==> src/rtl/bpt_pkg.sv <==
package bpt_pkg;
  typedef enum logic [1:0] {
    OP_BIND    = 2'd0,
    OP_SETPAGE = 2'd1,
    OP_GROW    = 2'd2,
    OP_SHRINK  = 2'd3
  } bpt_op_e;

  typedef enum logic [1:0] {
    RSP_ACK        = 2'd0,
    RSP_NACK_FULL  = 2'd1,
    RSP_NACK_EMPTY = 2'd2,
    RSP_NACK_BADPG = 2'd3
  } bpt_rsp_e;

  typedef enum logic [1:0] {
    S_IDLE = 2'd0,
    S_EXEC = 2'd1,
    S_RESP = 2'd2
  } bpt_state_e;

  localparam int RIGHT_RD = 0;
  localparam int RIGHT_WR = 1;
endpackage

==> src/rtl/bpt_free_pool.sv <==
module bpt_free_pool #(
  parameter int NUM_ELEMS = 8,
  parameter int EW        = $clog2(NUM_ELEMS)
) (
  input  logic          clk,
  input  logic          rst_n,
  input  logic          take_i,
  input  logic          give_i,
  input  logic [EW-1:0] give_idx_i,
  output logic          any_free_o,
  output logic [EW-1:0] low_idx_o
);
  logic [NUM_ELEMS-1:0] free_q;

  // lowest-numbered free element wins
  always_comb begin
    any_free_o = |free_q;
    low_idx_o  = '0;
    for (int k = NUM_ELEMS - 1; k >= 0; k--) begin
      if (free_q[k]) low_idx_o = EW'(k);
    end
  end

  always_ff @(posedge clk) begin
    if (!rst_n) begin
      free_q <= '1;
    end else begin
      if (take_i) free_q[low_idx_o]  <= 1'b0;
      if (give_i) free_q[give_idx_i] <= 1'b1;
    end
  end
endmodule

==> src/rtl/bpt_page_store.sv <==
module bpt_page_store #(
  parameter int NUM_PAGES = 3,
  parameter int MAX_ELEMS = 4,
  parameter int EW        = 3,
  parameter int HIW       = 2,
  parameter int DW        = 3,
  parameter int WIDTH_FW  = 6,
  parameter int PGW       = 2,
  parameter int DEF_WIDTH = 32
) (
  input  logic                                      clk,
  input  logic                                      rst_n,
  input  logic [PGW-1:0]                            sel_i,
  input  logic                                      cfg_en_i,
  input  logic [1:0]                                cfg_rights_i,
  input  logic [DW-1:0]                             cfg_max_i,
  input  logic [WIDTH_FW-1:0]                       cfg_width_i,
  input  logic                                      push_en_i,
  input  logic [EW-1:0]                             push_elem_i,
  input  logic                                      pop_en_i,
  output logic [NUM_PAGES-1:0][1:0]                 rights_o,
  output logic [NUM_PAGES-1:0][WIDTH_FW-1:0]        width_o,
  output logic [NUM_PAGES-1:0][DW-1:0]              max_o,
  output logic [NUM_PAGES-1:0][DW-1:0]              depth_o,
  output logic [NUM_PAGES-1:0][MAX_ELEMS-1:0][EW-1:0] list_o
);
  for (genvar p = 0; p < NUM_PAGES; p++) begin : g_page
    logic hit;
    assign hit = (sel_i == PGW'(p));

    always_ff @(posedge clk) begin
      if (!rst_n) begin
        rights_o[p] <= 2'b11;
        width_o[p]  <= WIDTH_FW'(DEF_WIDTH);
        max_o[p]    <= DW'(MAX_ELEMS);
        depth_o[p]  <= '0;
        list_o[p]   <= '0;
      end else if (hit) begin
        if (cfg_en_i) begin
          rights_o[p] <= cfg_rights_i;
          width_o[p]  <= cfg_width_i;
          max_o[p]    <= cfg_max_i;
        end
        if (push_en_i) begin
          list_o[p][depth_o[p][HIW-1:0]] <= push_elem_i;
          depth_o[p] <= depth_o[p] + DW'(1);
        end
        if (pop_en_i) begin
          depth_o[p] <= depth_o[p] - DW'(1);
        end
      end
    end
  end
endmodule

==> src/rtl/bpt_port_xlate.sv <==
module bpt_port_xlate #(
  parameter int NUM_PAGES = 3,
  parameter int MAX_ELEMS = 4,
  parameter int EW        = 3,
  parameter int HIW       = 2,
  parameter int DW        = 3,
  parameter int WIDTH_FW  = 6,
  parameter int PGW       = 2,
  parameter int OFFW      = 4,
  parameter int AW        = 6
) (
  input  logic                                        acc_valid_i,
  input  logic                                        acc_we_i,
  input  logic [AW-1:0]                               acc_addr_i,
  input  logic [PGW-1:0]                              page_i,
  input  logic [1:0]                                  port_rights_i,
  input  logic [NUM_PAGES-1:0][1:0]                   pg_rights_i,
  input  logic [NUM_PAGES-1:0][WIDTH_FW-1:0]          pg_width_i,
  input  logic [NUM_PAGES-1:0][DW-1:0]                pg_depth_i,
  input  logic [NUM_PAGES-1:0][MAX_ELEMS-1:0][EW-1:0] pg_list_i,
  output logic                                        en_o,
  output logic                                        we_o,
  output logic [EW-1:0]                               elem_o,
  output logic [OFFW-1:0]                             off_o,
  output logic [WIDTH_FW-1:0]                         width_o,
  output logic                                        reject_o
);
  import bpt_pkg::*;

  logic [1:0]                    eff_rights;
  logic [DW-1:0]                 depth;
  logic [MAX_ELEMS-1:0][EW-1:0]  row;
  logic [HIW-1:0]                hi;
  logic                          in_range;
  logic                          dir_ok;

  always_comb begin
    eff_rights = '0;
    depth      = '0;
    row        = '0;
    width_o    = '0;
    for (int p = 0; p < NUM_PAGES; p++) begin
      if (page_i == PGW'(p)) begin
        eff_rights = port_rights_i & pg_rights_i[p];
        depth      = pg_depth_i[p];
        row        = pg_list_i[p];
        width_o    = pg_width_i[p];
      end
    end
    hi       = acc_addr_i[AW-1:OFFW];
    in_range = {1'b0, hi} < depth;
    dir_ok   = acc_we_i ? eff_rights[RIGHT_WR] : eff_rights[RIGHT_RD];
    en_o     = acc_valid_i && in_range && dir_ok;
    reject_o = acc_valid_i && !(in_range && dir_ok);
    we_o     = acc_we_i;
    elem_o   = row[hi];
    off_o    = acc_addr_i[OFFW-1:0];
  end
endmodule

==> src/rtl/bpt_req_ctrl.sv <==
module bpt_req_ctrl #(
  parameter int NUM_PORTS = 4,
  parameter int NUM_PAGES = 3,
  parameter int MAX_ELEMS = 4,
  parameter int EW        = 3,
  parameter int HIW       = 2,
  parameter int DW        = 3,
  parameter int WIDTH_FW  = 6,
  parameter int PGW       = 2,
  parameter int PW        = 2
) (
  input  logic                                        clk,
  input  logic                                        rst_n,
  input  logic                                        req_valid_i,
  output logic                                        req_ready_o,
  input  logic [1:0]                                  req_op_i,
  input  logic [PW-1:0]                               req_port_i,
  input  logic [PGW-1:0]                              req_page_i,
  input  logic [1:0]                                  req_rights_i,
  input  logic [DW-1:0]                               req_max_i,
  input  logic [WIDTH_FW-1:0]                         req_width_i,
  output logic                                        rsp_valid_o,
  input  logic                                        rsp_ready_i,
  output logic [1:0]                                  rsp_code_o,
  output logic [DW-1:0]                               rsp_depth_o,
  output logic [EW-1:0]                               rsp_elem_o,
  output logic                                        busy_o,
  input  logic [NUM_PAGES-1:0][DW-1:0]                pg_depth_i,
  input  logic [NUM_PAGES-1:0][DW-1:0]                pg_max_i,
  input  logic [NUM_PAGES-1:0][MAX_ELEMS-1:0][EW-1:0] pg_list_i,
  input  logic                                        any_free_i,
  input  logic [EW-1:0]                               low_idx_i,
  output logic [PGW-1:0]                              sel_o,
  output logic                                        cfg_en_o,
  output logic [1:0]                                  cfg_rights_o,
  output logic [DW-1:0]                               cfg_max_o,
  output logic [WIDTH_FW-1:0]                         cfg_width_o,
  output logic                                        push_en_o,
  output logic [EW-1:0]                               push_elem_o,
  output logic                                        pop_en_o,
  output logic                                        take_o,
  output logic                                        give_o,
  output logic [EW-1:0]                               give_idx_o,
  output logic [NUM_PORTS-1:0][PGW-1:0]               port_page_o,
  output logic [NUM_PORTS-1:0][1:0]                   port_rights_o
);
  import bpt_pkg::*;

  bpt_state_e            state_q;
  bpt_op_e               op_q;
  logic [PW-1:0]         port_q;
  logic [PGW-1:0]        page_q;
  logic [1:0]            rights_q;
  logic [DW-1:0]         max_q;
  logic [WIDTH_FW-1:0]   width_q;

  logic                          bad;
  logic [DW-1:0]                 cur_depth;
  logic [DW-1:0]                 cur_max;
  logic [DW-1:0]                 dm1;
  logic [DW-1:0]                 capped;
  logic [MAX_ELEMS-1:0][EW-1:0]  cur_row;
  bpt_rsp_e                      code_n;
  logic [DW-1:0]                 depth_n;
  logic [EW-1:0]                 elem_n;
  logic                          bind_n;

  always_comb begin
    cur_depth = '0;
    cur_max   = '0;
    cur_row   = '0;
    for (int p = 0; p < NUM_PAGES; p++) begin
      if (page_q == PGW'(p)) begin
        cur_depth = pg_depth_i[p];
        cur_max   = pg_max_i[p];
        cur_row   = pg_list_i[p];
      end
    end
    bad    = page_q >= PGW'(NUM_PAGES);
    capped = (max_q > DW'(MAX_ELEMS)) ? DW'(MAX_ELEMS) : max_q;
    dm1    = cur_depth - DW'(1);

    code_n    = RSP_ACK;
    depth_n   = cur_depth;
    elem_n    = '0;
    bind_n    = 1'b0;
    cfg_en_o  = 1'b0;
    push_en_o = 1'b0;
    pop_en_o  = 1'b0;
    take_o    = 1'b0;
    give_o    = 1'b0;

    if (state_q == S_EXEC) begin
      if (bad) begin
        code_n = RSP_NACK_BADPG;
      end else begin
        case (op_q)
          OP_BIND: bind_n = 1'b1;
          OP_SETPAGE: begin
            if (capped < cur_depth) code_n = RSP_NACK_FULL;
            else                    cfg_en_o = 1'b1;
          end
          OP_GROW: begin
            if (cur_depth >= cur_max || cur_depth >= DW'(MAX_ELEMS) || !any_free_i) begin
              code_n = RSP_NACK_FULL;
            end else begin
              push_en_o = 1'b1;
              take_o    = 1'b1;
              elem_n    = low_idx_i;
              depth_n   = cur_depth + DW'(1);
            end
          end
          OP_SHRINK: begin
            if (cur_depth == '0) begin
              code_n = RSP_NACK_EMPTY;
            end else begin
              pop_en_o = 1'b1;
              give_o   = 1'b1;
              elem_n   = cur_row[dm1[HIW-1:0]];
              depth_n  = dm1;
            end
          end
          default: code_n = RSP_NACK_BADPG;
        endcase
      end
    end
  end

  assign sel_o        = bad ? '0 : page_q;
  assign cfg_rights_o = rights_q;
  assign cfg_max_o    = capped;
  assign cfg_width_o  = width_q;
  assign push_elem_o  = low_idx_i;
  assign give_idx_o   = elem_n;
  assign req_ready_o  = (state_q == S_IDLE);
  assign rsp_valid_o  = (state_q == S_RESP);
  assign busy_o       = (state_q != S_IDLE);

  always_ff @(posedge clk) begin
    if (!rst_n) begin
      state_q       <= S_IDLE;
      op_q          <= OP_BIND;
      port_q        <= '0;
      page_q        <= '0;
      rights_q      <= '0;
      max_q         <= '0;
      width_q       <= '0;
      rsp_code_o    <= '0;
      rsp_depth_o   <= '0;
      rsp_elem_o    <= '0;
      port_page_o   <= '0;
      port_rights_o <= '0;
    end else begin
      case (state_q)
        S_IDLE: begin
          if (req_valid_i) begin
            op_q     <= bpt_op_e'(req_op_i);
            port_q   <= req_port_i;
            page_q   <= req_page_i;
            rights_q <= req_rights_i;
            max_q    <= req_max_i;
            width_q  <= req_width_i;
            state_q  <= S_EXEC;
          end
        end
        S_EXEC: begin
          rsp_code_o  <= code_n;
          rsp_depth_o <= depth_n;
          rsp_elem_o  <= elem_n;
          if (bind_n) begin
            port_page_o[port_q]   <= page_q;
            port_rights_o[port_q] <= rights_q;
          end
          state_q <= S_RESP;
        end
        default: begin
          if (rsp_ready_i) state_q <= S_IDLE;
        end
      endcase
    end
  end
endmodule

==> src/rtl/bpt_translator.sv <==
module bpt_translator #(
  parameter int NUM_PORTS  = 4,
  parameter int NUM_PAGES  = 3,
  parameter int NUM_ELEMS  = 8,
  parameter int ELEM_DEPTH = 16,
  parameter int MAX_ELEMS  = 4,
  parameter int WIDTH_FW   = 6,
  parameter int DEF_WIDTH  = 32,
  localparam int OFFW = $clog2(ELEM_DEPTH),
  localparam int HIW  = $clog2(MAX_ELEMS),
  localparam int DW   = HIW + 1,
  localparam int AW   = OFFW + HIW,
  localparam int EW   = $clog2(NUM_ELEMS),
  localparam int PGW  = $clog2(NUM_PAGES + 1),
  localparam int PW   = $clog2(NUM_PORTS)
) (
  input  logic                               clk,
  input  logic                               rst_n,
  input  logic [NUM_PORTS-1:0]               acc_valid,
  input  logic [NUM_PORTS-1:0]               acc_we,
  input  logic [NUM_PORTS-1:0][AW-1:0]       acc_addr,
  output logic [NUM_PORTS-1:0]               bram_en,
  output logic [NUM_PORTS-1:0]               bram_we,
  output logic [NUM_PORTS-1:0][EW-1:0]       bram_elem,
  output logic [NUM_PORTS-1:0][OFFW-1:0]     bram_off,
  output logic [NUM_PORTS-1:0][WIDTH_FW-1:0] bram_width,
  output logic [NUM_PORTS-1:0]               illegal,
  input  logic                               req_valid,
  output logic                               req_ready,
  input  logic [1:0]                         req_op,
  input  logic [PW-1:0]                      req_port,
  input  logic [PGW-1:0]                     req_page,
  input  logic [1:0]                         req_rights,
  input  logic [DW-1:0]                      req_max,
  input  logic [WIDTH_FW-1:0]                req_width,
  output logic                               rsp_valid,
  input  logic                               rsp_ready,
  output logic [1:0]                         rsp_code,
  output logic [DW-1:0]                      rsp_depth,
  output logic [EW-1:0]                      rsp_elem,
  output logic                               busy
);
  logic [NUM_PAGES-1:0][1:0]                   pg_rights;
  logic [NUM_PAGES-1:0][WIDTH_FW-1:0]          pg_width;
  logic [NUM_PAGES-1:0][DW-1:0]                pg_max;
  logic [NUM_PAGES-1:0][DW-1:0]                pg_depth;
  logic [NUM_PAGES-1:0][MAX_ELEMS-1:0][EW-1:0] pg_list;
  logic [NUM_PORTS-1:0][PGW-1:0]               port_page;
  logic [NUM_PORTS-1:0][1:0]                   port_rights;
  logic [NUM_PORTS-1:0]                        reject;

  logic [PGW-1:0]      sel;
  logic                cfg_en, push_en, pop_en, take, give, any_free;
  logic [1:0]          cfg_rights;
  logic [DW-1:0]       cfg_max;
  logic [WIDTH_FW-1:0] cfg_width;
  logic [EW-1:0]       push_elem, give_idx, low_idx;

  bpt_req_ctrl #(
    .NUM_PORTS(NUM_PORTS), .NUM_PAGES(NUM_PAGES), .MAX_ELEMS(MAX_ELEMS),
    .EW(EW), .HIW(HIW), .DW(DW), .WIDTH_FW(WIDTH_FW), .PGW(PGW), .PW(PW)
  ) u_ctrl (
    .clk, .rst_n,
    .req_valid_i(req_valid), .req_ready_o(req_ready), .req_op_i(req_op),
    .req_port_i(req_port), .req_page_i(req_page), .req_rights_i(req_rights),
    .req_max_i(req_max), .req_width_i(req_width),
    .rsp_valid_o(rsp_valid), .rsp_ready_i(rsp_ready), .rsp_code_o(rsp_code),
    .rsp_depth_o(rsp_depth), .rsp_elem_o(rsp_elem), .busy_o(busy),
    .pg_depth_i(pg_depth), .pg_max_i(pg_max), .pg_list_i(pg_list),
    .any_free_i(any_free), .low_idx_i(low_idx),
    .sel_o(sel), .cfg_en_o(cfg_en), .cfg_rights_o(cfg_rights), .cfg_max_o(cfg_max),
    .cfg_width_o(cfg_width), .push_en_o(push_en), .push_elem_o(push_elem),
    .pop_en_o(pop_en), .take_o(take), .give_o(give), .give_idx_o(give_idx),
    .port_page_o(port_page), .port_rights_o(port_rights)
  );

  bpt_page_store #(
    .NUM_PAGES(NUM_PAGES), .MAX_ELEMS(MAX_ELEMS), .EW(EW), .HIW(HIW), .DW(DW),
    .WIDTH_FW(WIDTH_FW), .PGW(PGW), .DEF_WIDTH(DEF_WIDTH)
  ) u_store (
    .clk, .rst_n, .sel_i(sel), .cfg_en_i(cfg_en), .cfg_rights_i(cfg_rights),
    .cfg_max_i(cfg_max), .cfg_width_i(cfg_width), .push_en_i(push_en),
    .push_elem_i(push_elem), .pop_en_i(pop_en),
    .rights_o(pg_rights), .width_o(pg_width), .max_o(pg_max),
    .depth_o(pg_depth), .list_o(pg_list)
  );

  bpt_free_pool #(.NUM_ELEMS(NUM_ELEMS), .EW(EW)) u_pool (
    .clk, .rst_n, .take_i(take), .give_i(give), .give_idx_i(give_idx),
    .any_free_o(any_free), .low_idx_o(low_idx)
  );

  for (genvar i = 0; i < NUM_PORTS; i++) begin : g_port
    bpt_port_xlate #(
      .NUM_PAGES(NUM_PAGES), .MAX_ELEMS(MAX_ELEMS), .EW(EW), .HIW(HIW), .DW(DW),
      .WIDTH_FW(WIDTH_FW), .PGW(PGW), .OFFW(OFFW), .AW(AW)
    ) u_xlate (
      .acc_valid_i(acc_valid[i]), .acc_we_i(acc_we[i]), .acc_addr_i(acc_addr[i]),
      .page_i(port_page[i]), .port_rights_i(port_rights[i]),
      .pg_rights_i(pg_rights), .pg_width_i(pg_width), .pg_depth_i(pg_depth),
      .pg_list_i(pg_list),
      .en_o(bram_en[i]), .we_o(bram_we[i]), .elem_o(bram_elem[i]),
      .off_o(bram_off[i]), .width_o(bram_width[i]), .reject_o(reject[i])
    );
  end

  always_ff @(posedge clk) begin
    if (!rst_n) illegal <= '0;
    else        illegal <= reject;
  end
endmodule

==> config.mk <==
export PLATFORM = sky130hd
export DESIGN_NAME = bpt_translator
export DESIGN_NICKNAME = d
export VERILOG_FILES = /design/src/rtl/bpt_pkg.sv /design/src/rtl/bpt_free_pool.sv /design/src/rtl/bpt_page_store.sv /design/src/rtl/bpt_port_xlate.sv /design/src/rtl/bpt_req_ctrl.sv /design/src/rtl/bpt_translator.sv
export SDC_FILE = /design/constraint.sdc
export NUM_CORES = 1
export LEC_CHECK = 0
export BUFFER_PORTS_ARGS = -buffer_cell sky130_fd_sc_hd__buf_2
export CORE_MARGIN = 2
export CORE_UTILIZATION = 50
export DETAILED_ROUTE_END_ITERATION = 7
export PLACE_DENSITY = 0.71
export SYNTH_ARGS = -nofsm -noshare
export SYNTH_HDL_FRONTEND = slang
export SYNTH_HIERARCHICAL = 1
export SYNTH_SLANG_ARGS = --single-unit
==> constraint.sdc <==
create_clock -name clk -period 3.5 [get_ports clk]
set_input_delay 1.05 -clock clk [delete_from_list [all_inputs] [get_ports clk]]
set_output_delay 1.05 -clock clk [all_outputs]
set_load 0.01 [all_outputs]
==> flow_metrics.env <==
export IMPL_io_buffers=95
export IMPL_cts_hold_buf=0
export IMPL_p_total_w=0.00371
export IMPL_place_area_sq_um=9500
export IMPL_fin_crit_sh_pct=96.1
export IMPL_first_pass_iters=5
export IMPL_cap_violations=0
export IMPL_final_area_sq_um=10100
export IMPL_fin_nets=1238
export IMPL_ant_nets=0
export IMPL_relSlewSlack_pct=29.5
export IMPL_clock_latency_ns=0.43
export IMPL_cts_buffers=17
export IMPL_synth_warnings=6
export IMPL_antenna_found_initial=0
export IMPL_reg2reg_slack_ns=0.18
export IMPL_synth_most_common_cell="nand2_1"
export IMPL_worstSetupEndpointType="output port"
export IMPL_path_max_fanout=14
export IMPL_synthTopCellsByArea="dfxtp_1 30%, mux2i_1 17%, nand2_1 10%, o21ai_0 3.5%, mux4_2 3.0%"
export IMPL_cts_setup_buffers=0
export IMPL_power_density_nw_per_um2=366
export IMPL_utilization_pct=58.4
export IMPL_status="finished, final reports clean"
export IMPL_worstPathRequired_ns=2.45
export IMPL_die_area_sq_um=18900
export IMPL_syn_cell_area_sq_um=8890
export IMPL_synth_fp_nets=1176
export IMPL_whs_path_depth=2
export IMPL_synth_edf_count=0
export IMPL_maxSlewViolCount=0
export IMPL_die_h_um=137
export IMPL_row_count=48
export IMPL_antenna_cells=0
export IMPL_clk_path_buf_depth=2
export IMPL_seq_area_frac_synth_pct=29.9
export IMPL_clock_fmax_mhz=297
export IMPL_cts_resized=1
export IMPL_final_setup_viol_count=0
export IMPL_grt_pass1_vias=7651
export IMPL_yosysTopAreaCell="dfxtp_1"
export IMPL_hp_start="u_store/max_o[6]"
export IMPL_fin_skew_ns=0.0101
export IMPL_synth_commonest_cells="240 x nand2_1, 154 x mux2i_1, 133 x dfxtp_1"
export IMPL_crit_type="flip-flop to output port"
export IMPL_synth_top_area_share_pct=29.9
export IMPL_dp_hpwl_mm=18.4
export IMPL_area_growth_pct=14.0
export IMPL_reg2reg_to="u_pool/free_q[6]"
export IMPL_ys_seq_elements=133
export IMPL_io_pin_count=128
export IMPL_peakVddDrop_v=0.000330
export IMPL_h_tree_depth=4
export IMPL_synthFlopType="dfxtp_1"
export IMPL_whs_ns=0.459
export IMPL_vias=8466
export IMPL_synthDistinctLibCells=70
export IMPL_arrival_ns=2.31
export IMPL_clk_pin_slew_ns=0.06
export IMPL_avgSynthCellArea_sq_um=8.03
export IMPL_drtIter0Drc=813
export IMPL_async_flop_share_pct=0
export IMPL_core_area_sq_um=17400
export IMPL_grt_max_degree=91
export IMPL_drive_above_1_share_pct=18.4
export IMPL_rsz0062_at_grt="no"
export IMPL_hold_path_endpoint="u_store/max_o[6]"
export IMPL_fin_setup_tns_ns=0
export IMPL_hold_viol=0
export IMPL_drcViolationCount=0
export IMPL_start_kind="flip-flop"
export IMPL_gp_congestion=0.944
export IMPL_vias_per_cell=6.02
export IMPL_cts_sinks=133
export IMPL_p_leak_nw=3.77
export IMPL_fin_crit_ns=3.36
export IMPL_chipWidth_um=137
export IMPL_syn_inst=1108
export IMPL_worst_pin_slew_ns=1.06
export IMPL_grt_pass1_wl_mm=40.3
export IMPL_routed_wl_mm=25.8
export IMPL_routedWlPerCell_um=18.4
export IMPL_rr_worst_depth=14
export IMPL_grt_use_total_pct=27.4
export IMPL_min_path_type="flip-flop to flip-flop"
export IMPL_start_util_pct=51.2
export IMPL_overflow=0
export IMPL_clock_root_buffer="clkbuf_16"
export IMPL_cts_tree="built"
export IMPL_r2r_start="u_ctrl/page_q[1]"
[state kept, by name, indices dropped and copies added, names as in the netlist, 3 cells and up]
signal and cells:
u_store/list_o 36, u_ctrl/port_page_o 8, u_store/width_o 18, u_store/max_o 9
u_pool/free_q 8, u_ctrl/rsp_depth_o 3, u_store/depth_o 9, u_ctrl/cfg_width_o 6
u_ctrl/rsp_elem_o 3, u_store/rights_o 6, illegal 4, u_ctrl/max_q 3
u_ctrl/port_rights_o 8
[through the flow]
stage | std cells | setup slack (ns)
after floorplan | 1108 | 0.0118
after global placement | 1376 | 0.0789
after detailed placement | 1376 | 0.0170
after CTS | 1407 | 0.0688
after global routing | 1407 | 0.00668
final | 1407 | 0.138
[per-layer routing]
layer  share of wire, %  track usage (%)  up-vias
met5                  0                0        -
met4                2.4             10.0        0
met1                 44             37.7     3970
met3                8.9             5.30       68
li1                   -                -     4010
met2                 45             42.6      418
[worst max-delay path by stage]
stage	to	cells past startpoint	from	slack, ns
final	bram_en[3]	7	u_ctrl/port_page_o[7]	0.14
after global routing	bram_en[3]	7	u_ctrl/port_page_o[7]	0.007
after CTS	bram_en[0]	8	u_ctrl/port_page_o[0]	0.07
after detailed placement	u_store/depth_o[5]	14	u_ctrl/page_q[1]	0.02
after global placement	u_store/depth_o[5]	14	u_ctrl/page_q[1]	0.08
after floorplan	u_store/depth_o[2]	18	u_ctrl/page_q[1]	0.01
[cells by family after synthesis]
family	synth area share [%]
adder cells (fa/ha/maj)	2.49
multiplexers	20.9
buffers and inverters	8.05
flip-flops	29.9
XOR/XNOR	0.295
AND/OR/NAND/NOR	22.0
AO/OA/AOI/OAI	16.3
[critical path, cell delays in order, from the launching register on]
cell and delay (ns):
dfxtp_1 0.54, buf_4 0.34, mux2i_1 0.11, or3_1 0.30
a31oi_1 0.22, o32ai_1 0.14, nor2_1 0.10, buf_2 0.13
[where the power goes]
group          internal, W  switching [W]
Clock              0.00112       0.000723
Sequential         0.00154      0.0000311
Combinational     0.000112       0.000176
[cell usage in the layout, fill, tap and decap left out, drive strengths merged, types with 4 or more instances in the layout]
cell type  Yosys  layout
a21boi        19      19
a21oi         52      52
a31oi         10      10
and2          11      11
buf           49     145
clkbuf        53      17
clkinv         1       4
clkinvlp       0       4
dfxtp        133     133
ha            12      12
inv           39      43
mux2i        154     154
mux4          13      13
nand2        240     240
nand2b         8       8
nand3         20      20
nand3b        10      10
nand4          4       4
nor2          27      27
nor2b         34      34
nor3           7       7
nor3b         11      11
o2111ai       11      11
o21ai        100     100
o221ai        11      11
o31ai          4       4
o32ai          4       4
or3           19      19
[final cells by class]
type,instances,area (sq um)
tap,225,282
inverter,40,168
fill,1530,7220
sequential,133,2670
multi-input combinational,833,5550
clock buffer,17,425
timing repair buffer,145,867
clock inverter,14,176
Power figures use the tool's default switching activity.
